### src/rtl/tdma_pkg.sv
package tdma_pkg;

    typedef enum logic [1:0] {
        OP_READ      = 2'd0,
        OP_WRITE     = 2'd1,
        OP_SPACE_FWD = 2'd2,
        OP_SPACE_REV = 2'd3
    } tdma_op_e;

    typedef enum logic [3:0] {
        ST_IDLE,
        ST_RD_RX,
        ST_RD_MEM,
        ST_RD_FIN,
        ST_WR_FETCH,
        ST_WR_HI,
        ST_WR_LO,
        ST_WR_RES,
        ST_SP_REQ
    } tdma_state_e;

    typedef enum logic [2:0] {
        AU_HOLD,
        AU_LOAD,
        AU_INC,
        AU_REWIND,
        AU_COPY
    } addr_op_e;

endpackage

### src/rtl/tdma_len_calc.sv
// Converts the negative count field into a transfer length in words.
module tdma_len_calc #(
    parameter int FIELD_W = 14
) (
    input  logic [FIELD_W-1:0] cnt_field,
    output logic [FIELD_W:0]   words
);
    localparam logic [FIELD_W:0] FULL = {1'b1, {FIELD_W{1'b0}}};

    always_comb begin
        words = FULL - {1'b0, cnt_field};
    end
endmodule

### src/rtl/tdma_addr_unit.sv
// Next-value selection for the address register.
module tdma_addr_unit
    import tdma_pkg::*;
#(
    parameter int ADDR_W = 15,
    parameter int MW     = 15
) (
    input  addr_op_e           op,
    input  logic [ADDR_W-1:0]  cur,
    input  logic [ADDR_W-1:0]  load_val,
    input  logic [MW-1:0]      back,
    input  logic [ADDR_W-1:0]  copy_val,
    output logic [ADDR_W-1:0]  nxt
);
    always_comb begin
        unique case (op)
            AU_LOAD:   nxt = load_val;
            AU_INC:    nxt = cur + ADDR_W'(1);
            AU_REWIND: nxt = cur - ADDR_W'(back);
            AU_COPY:   nxt = copy_val;
            default:   nxt = cur;
        endcase
    end
endmodule

### src/rtl/tdma_engine.sv
module tdma_engine
    import tdma_pkg::*;
#(
    parameter int BYTE_W  = 8,
    parameter int FIELD_W = 14,
    parameter int ADDR_W  = 15
) (
    input  logic                 clk,
    input  logic                 rst_n,
    input  logic                 ld_addr,
    input  logic                 ld_cnt,
    input  logic [FIELD_W:0]     ld_data,
    output logic [ADDR_W-1:0]    addr_o,
    output logic [FIELD_W+1:0]   cnt_o,
    input  logic                 cmd_start,
    input  logic [1:0]           cmd_op,
    output logic                 busy,
    output logic                 done,
    output logic                 odd_flag,
    output logic                 ovf_flag,
    output logic                 mem_req,
    output logic                 mem_we,
    output logic [ADDR_W-1:0]    mem_addr,
    output logic [2*BYTE_W-1:0]  mem_wdata,
    input  logic                 mem_ack,
    input  logic [2*BYTE_W-1:0]  mem_rdata,
    input  logic                 rx_valid,
    input  logic [BYTE_W-1:0]    rx_data,
    input  logic                 rx_last,
    output logic                 rx_ready,
    output logic                 tx_valid,
    output logic [BYTE_W-1:0]    tx_data,
    output logic                 tx_last,
    input  logic                 tx_ready,
    input  logic                 wres_valid,
    input  logic                 wres_fail,
    output logic                 sp_req,
    output logic                 sp_dir,
    input  logic                 sp_ack,
    input  logic                 sp_stop
);
    localparam int CW     = FIELD_W + 2;
    localparam int MW     = FIELD_W + 1;
    localparam int WORD_W = 2 * BYTE_W;

    typedef struct packed {
        tdma_state_e        st;
        logic [CW-1:0]      cnt;
        logic [MW-1:0]      moved;
        logic [BYTE_W-1:0]  hi;
        logic               phase;
        logic               last;
        logic [WORD_W-1:0]  wbuf;
        logic               odd;
        logic               ovf;
        logic               done;
        logic               dir;
    } regs_t;

    regs_t              q, d;
    logic [ADDR_W-1:0]  addr_q, addr_d;
    addr_op_e           addr_op;
    logic [MW-1:0]      limit;
    logic [CW-1:0]      cnt_inc;
    logic               room;

    tdma_len_calc #(.FIELD_W(FIELD_W)) u_len (
        .cnt_field (q.cnt[FIELD_W-1:0]),
        .words     (limit)
    );

    tdma_addr_unit #(.ADDR_W(ADDR_W), .MW(MW)) u_addr (
        .op       (addr_op),
        .cur      (addr_q),
        .load_val (ld_data[ADDR_W-1:0]),
        .back     (q.moved),
        .copy_val (cnt_inc[ADDR_W-1:0]),
        .nxt      (addr_d)
    );

    assign cnt_inc = q.cnt + CW'(1);
    assign room    = (q.moved < limit);

    // Outputs straight from state
    assign addr_o    = addr_q;
    assign cnt_o     = q.cnt;
    assign busy      = (q.st != ST_IDLE);
    assign done      = q.done;
    assign odd_flag  = q.odd;
    assign ovf_flag  = q.ovf;
    assign mem_req   = (q.st == ST_RD_MEM) || (q.st == ST_WR_FETCH);
    assign mem_we    = (q.st == ST_RD_MEM);
    assign mem_addr  = addr_q;
    assign mem_wdata = q.wbuf;
    assign rx_ready  = (q.st == ST_RD_RX);
    assign tx_valid  = (q.st == ST_WR_HI) || (q.st == ST_WR_LO);
    assign tx_data   = (q.st == ST_WR_HI) ? q.wbuf[WORD_W-1:BYTE_W] : q.wbuf[BYTE_W-1:0];
    assign tx_last   = (q.st == ST_WR_LO) && (q.moved == limit);
    assign sp_req    = (q.st == ST_SP_REQ);
    assign sp_dir    = q.dir;

    always_comb begin
        d       = q;
        d.done  = 1'b0;
        addr_op = AU_HOLD;
        unique case (q.st)
            ST_IDLE: begin
                if (cmd_start) begin
                    d.moved = '0;
                    d.phase = 1'b0;
                    d.last  = 1'b0;
                    d.odd   = 1'b0;
                    d.ovf   = 1'b0;
                    d.dir   = (tdma_op_e'(cmd_op) == OP_SPACE_REV);
                    unique case (tdma_op_e'(cmd_op))
                        OP_READ:  d.st = ST_RD_RX;
                        OP_WRITE: d.st = ST_WR_FETCH;
                        default:  d.st = ST_SP_REQ;
                    endcase
                end else begin
                    if (ld_cnt)  d.cnt = {ld_data[FIELD_W], ld_data};
                    if (ld_addr) addr_op = AU_LOAD;
                end
            end
            ST_RD_RX: begin
                if (rx_valid) begin
                    if (!q.phase) begin
                        if (rx_last) begin
                            d.odd = 1'b1;
                            if (room) begin
                                d.wbuf = {rx_data, {BYTE_W{1'b0}}};
                                d.last = 1'b1;
                                d.st   = ST_RD_MEM;
                            end else begin
                                d.ovf = 1'b1;
                                d.st  = ST_RD_FIN;
                            end
                        end else begin
                            d.hi    = rx_data;
                            d.phase = 1'b1;
                        end
                    end else begin
                        d.phase = 1'b0;
                        if (room) begin
                            d.wbuf = {q.hi, rx_data};
                            d.last = rx_last;
                            d.st   = ST_RD_MEM;
                        end else begin
                            d.ovf = 1'b1;
                            if (rx_last) d.st = ST_RD_FIN;
                        end
                    end
                end
            end
            ST_RD_MEM: begin
                if (mem_ack) begin
                    addr_op = AU_INC;
                    d.moved = q.moved + MW'(1);
                    d.st    = q.last ? ST_RD_FIN : ST_RD_RX;
                end
            end
            ST_RD_FIN: begin
                d.cnt  = q.cnt + CW'(q.moved);
                d.done = 1'b1;
                d.st   = ST_IDLE;
            end
            ST_WR_FETCH: begin
                if (mem_ack) begin
                    addr_op = AU_INC;
                    d.wbuf  = mem_rdata;
                    d.moved = q.moved + MW'(1);
                    d.st    = ST_WR_HI;
                end
            end
            ST_WR_HI: begin
                if (tx_ready) d.st = ST_WR_LO;
            end
            ST_WR_LO: begin
                if (tx_ready) d.st = (q.moved == limit) ? ST_WR_RES : ST_WR_FETCH;
            end
            ST_WR_RES: begin
                if (wres_valid) begin
                    if (wres_fail) addr_op = AU_REWIND;
                    else           d.cnt   = '0;
                    d.done = 1'b1;
                    d.st   = ST_IDLE;
                end
            end
            ST_SP_REQ: begin
                if (sp_ack) begin
                    d.cnt = cnt_inc;
                    if (sp_stop || (cnt_inc == '0)) begin
                        addr_op = AU_COPY;
                        d.done  = 1'b1;
                        d.st    = ST_IDLE;
                    end
                end
            end
            default: d.st = ST_IDLE;
        endcase
    end

    always_ff @(posedge clk or negedge rst_n) begin
        if (!rst_n) begin
            q      <= '{st: ST_IDLE, default: '0};
            addr_q <= '0;
        end else begin
            q      <= d;
            addr_q <= addr_d;
        end
    end

    AST_REQ_HELD: assert property (@(posedge clk) disable iff (!rst_n)
        mem_req && !mem_ack |=> mem_req && $stable(mem_addr) && $stable(mem_we));
    AST_ADDR_STEP: assert property (@(posedge clk) disable iff (!rst_n)
        mem_req && mem_ack |=> addr_o == $past(addr_o) + ADDR_W'(1));
    AST_IDLE_QUIET: assert property (@(posedge clk) disable iff (!rst_n)
        !busy |-> !mem_req && !tx_valid && !sp_req && !rx_ready);
    AST_DONE_PULSE: assert property (@(posedge clk) disable iff (!rst_n)
        done |=> !done);
    AST_CNT_FROZEN: assert property (@(posedge clk) disable iff (!rst_n)
        busy && !sp_req && $past(busy) |-> $stable(cnt_o));
    AST_TX_HELD: assert property (@(posedge clk) disable iff (!rst_n)
        tx_valid && !tx_ready |=> tx_valid && $stable(tx_data) && $stable(tx_last));
    AST_SPACE_STEP: assert property (@(posedge clk) disable iff (!rst_n)
        sp_req && sp_ack |=> cnt_o == $past(cnt_o) + CW'(1));

endmodule

### config.mk
export PLATFORM = sky130hd
export DESIGN_NAME = tdma_engine
export DESIGN_NICKNAME = d
export VERILOG_FILES = /design/src/rtl/tdma_pkg.sv /design/src/rtl/tdma_len_calc.sv /design/src/rtl/tdma_addr_unit.sv /design/src/rtl/tdma_engine.sv
export SDC_FILE = /design/constraint.sdc
export NUM_CORES = 1
export LEC_CHECK = 0
export BUFFER_PORTS_ARGS = -buffer_cell sky130_fd_sc_hd__buf_2
export CELL_PAD_IN_SITES_DETAIL_PLACEMENT = 2
export CELL_PAD_IN_SITES_GLOBAL_PLACEMENT = 2
export CORE_ASPECT_RATIO = 1.5
export CORE_MARGIN = 5
export CORE_UTILIZATION = 34
export CTS_BUF_LIST = sky130_fd_sc_hd__clkbuf_2 sky130_fd_sc_hd__clkbuf_4 sky130_fd_sc_hd__clkbuf_8
export CTS_CLUSTER_DIAMETER = 40
export DETAILED_ROUTE_END_ITERATION = 10
export GPL_TIMING_DRIVEN = 0
export HOLD_SLACK_MARGIN = 0.03
export MAX_ROUTING_LAYER = met4
export PLACE_DENSITY_LB_ADDON = 0.12
export SKIP_LAST_GASP = 1
export SYNTH_ARGS = -nofsm -noshare
export SYNTH_HDL_FRONTEND = slang
export SYNTH_SLANG_ARGS = --single-unit
### constraint.sdc
create_clock -name clk -period 5 [get_ports clk]
set_input_delay 0.75 -clock clk [delete_from_list [all_inputs] [get_ports clk]]
set_output_delay 0.75 -clock clk [all_outputs]
set_load 0.01 [all_outputs]
==> impl_metrics.toml <==
[floorplanning]
core-area_mm2 = 0.0204
rows = 64
dieArea_mm2 = 0.0238
initial_utilization_pct = 34.5
boundaryPins = 135
die-width_um = 128
die_h_um = 186

[clock_tree]
insertion_delay_ns = 0.39
clockBufferDepth = 2
clkSlewWorstSetupHoldPaths_ns = 0.10
post-cts-setup-buffers = 0
cts_tree = "yes"
cts_buffers = 9
hold_buffers = 0
clock-sinks = 80
h-tree-depth = 3
root_buffer = "clkbuf_8"

[flow_run]
cap_violations = 0

[finish]
syn_to_final_growth_pct = 18.2
drive_gt1_share_pct = 27.7
fin_nets = 1096
stdcell_count = 1263
n_fill_cell = 2442
multi_input_area_mm2 = 0.00442
register_area_mm2 = 0.00200

[route]
drtIter0Drc = 224
avgRoutedWirePerCell_um = 21.4
m1WireLength_um = 10600
met3WireLength_um = 900
routed_wl_um = 27100
top_layer_used = "met4"
via_per_inst = 5.49
drc_errors = 0
dr.pass1.iters = 4
drtAntennaViolNets = 0
num_vias = 6933
wl_met2_um = 14700

[global_routing]
grt_pass1_vias = 7812
track_usage_pct = 23.4
grt_max_degree = 52
grt_pass1_wl_um = 43000
overflow = 0
antenna_found_initial = 1

[setup_path]
crit_fanout = 10
cp_slowest_cell = "o31ai_4"
cp-start-kind = "flip-flop"
worstPathRequired_ns = 5.27
cp-startpoint = "cnt_o[5]"
critPathArrivalTime_ns = 4.96
rr_startpoint = "cnt_o[5]"
endpoint_kind = "flip-flop"
critPathKind = "reg -> reg"
slowest_delay_ns = 0.53
cp_common_cell = "a21o_1"
crit_path_cell_trace = "clkbuf_1 > nor4_2 > nand2_1 > or3_1 > xnor2_1 > ha_1 > a21o_1 > a21o_1 > a21oi_1 > nor2_1 > a211oi_1 > o21ai_1 > o31ai_4 > buf_4 > mux2_2"

[logic_synthesis]
synth_common_cells = "100 x nor2_1, 83 x nand2_1, 80 x dfrtp_1"
synth_top_family_by_area = "simple AND/OR/NAND/NOR gates"
seq_area_frac_synth_pct = 28.4
synth_xor_area_share_pct = 7.45
synth.distinct_cells = 75
async_reset_ff_share_pct = 100
synth_edf_count = 0
syn_area_per_cell_um2 = 8.32
synth_simple_gate_area_share_pct = 19.9
synth_top_cells_by_area = "dfrtp_1 28%, ha_1 8.3%, nor2_1 5.3%"
synth-adder-area-share_pct = 8.91
yosysWarnings = 0
synth_top_area_share_pct = 28.4
synthesis.nets = 950
syn_inst = 847
synthesis.area_mm2 = 0.00705
synth_compound_area_share_pct = 19.4
synth-main-ff-cell = "dfrtp_1"
synth.most_common_cell = "nor2_1"
synth_seq_cells = 80
muxShareOfSynthArea_pct = 6.83
yosys.area.top_type = "dfrtp_1"

[timing]
worst_slew_pin_slew_ns = 1.19
fin_crit_ns = 4.68
fin_crit_sh_pct = 93.7
slew-limit-headroom_pct = 20.3
slew_viol_final = 0
final.setup_skew_ns = 0.0191
setup_viol = 0
fmax_mhz = 213
hold_viol_final = 0
rsz0062_at_grt = "false"
whs_ns = 0.286

[place]
gp_congestion = 0.886
port_buffers = 134
dp_cells = 1246
hpwlAfterDp_um = 21700

[status]
outcome = "complete, no violations"

[min_path]
worst_hold_path_type = "in -> async"

[pwr]
p_leak_nw = 3.98
ir_drop_v = 0.000233
power_density_mw_per_mm2 = 597
p_total_mw = 4.97
-- area by class of cell --
type / count / area share (%)
Sequential cell: 80 / 24.0
Clock buffer: 9 / 1.49
Buffer: 85 / 6.61
Tap cell: 264 / 3.96
Timing Repair Buffer: 135 / 8.41
Multi-Input combinational cell: 658 / 53.1
Inverter: 24 / 1.08
Antenna cell: 1 / 0.0300
Clock inverter: 7 / 1.31
-- cell usage in the layout, fill, tap and decap left out, types with 4 or more instances in the layout --
| master | count |
|---|---|
| buf_2 | 146 |
| nor2_1 | 100 |
| nand2_1 | 83 |
| dfrtp_1 | 80 |
| o21ai_0 | 62 |
| a21oi_1 | 56 |
| buf_4 | 50 |
| ha_1 | 47 |
| xnor2_1 | 36 |
| mux2_2 | 33 |
| nand3_1 | 24 |
| xor2_1 | 24 |
| inv_1 | 23 |
| nor3_1 | 22 |
| clkbuf_1 | 18 |
| a21o_1 | 12 |
| a222oi_1 | 12 |
| and3_1 | 11 |
| mux2i_1 | 11 |
| nand4_1 | 10 |
| o22ai_1 | 9 |
| clkbuf_8 | 9 |
| or3_1 | 8 |
| a211oi_1 | 7 |
| o21a_1 | 7 |
| a221oi_1 | 5 |
| buf_6 | 4 |
| or2_2 | 4 |
| nor4_1 | 4 |
| and2_1 | 4 |
| o211ai_1 | 4 |
-- flip-flops by register name, summed over array words and instances, names as in the netlist --
name / count
done: 1
cnt_o: 16
odd_flag: 1
sp_dir: 1
q: 29
ovf_flag: 1
addr_o: 15
mem_wdata: 16
-- report_power, final --
group          total, mW  switching [mW]  leakage (nW)  internal (mW)
sequential          1.20           0.294         0.999          0.902
clock              0.603           0.309         0.118          0.293
combinational       3.18            1.81          2.86           1.37
-- path summary, 6_finish.rpt --
path,endpoint,slack (ns),depth (start not counted)
setup / recovery,mem_wdata[8],0.32,15
hold / removal,mem_wdata[13],0.29,1
setup reg to reg,mem_wdata[8],0.32,15
hold reg to reg,odd_flag,0.51,2
max in group asynchronous,cnt_o[5],4.08,2
min in group clk,odd_flag,0.51,2
-- worst max-delay path: cells and delay by family, from the launching register on --
kind	cells	cell delay [ns]
AO/OA/AOI/OAI	6	1.70
XOR/XNOR	1	0.15
adder cells (fa/ha/maj)	1	0.29
buffers and inverters	2	0.62
flip-flops	1	0.51
multiplexers	1	0.36
AND/OR/NAND/NOR	4	0.95
-- layer usage --
layer | vias to the layer above | GRT usage, %
li1 | 3290 | -
met1 | 3478 | 25.3
met2 | 129 | 43.2
met3 | 36 | 3.09
met4 | 0 | 8.37
met5 | - | -
-- stage by stage --
step	worst slack [ns]	setup TNS, ns	cell area (um^2)	utilization (%)
finish	0.315	0	8330	40.8
global route	0.0997	0	8330	40.8
CTS	0.103	0	8320	40.8
detailed placement	-0.0855	-0.762	8080	39.6
global placement	-0.0604	-0.529	8050	39.4
floorplan	1.13	0	7050	-
-- repair_timing --
item / 4_1_cts / 5_1_grt
endpoints found under the hold margin: 0 / 0
resized for setup: 1 / 1
endpoints found under the setup margin: 10 / 10
-- kinds of logic after synthesis --
group                    count (synthesis)
buffers and inverters                  109
XOR/XNOR                                60
AO/OA/AOI/OAI                          210
flip-flops                              80
adder cells (fa/ha/maj)                 49
multiplexers                            44
AND/OR/NAND/NOR                        295
Note: power is estimated with default switching activity, not from simulation.
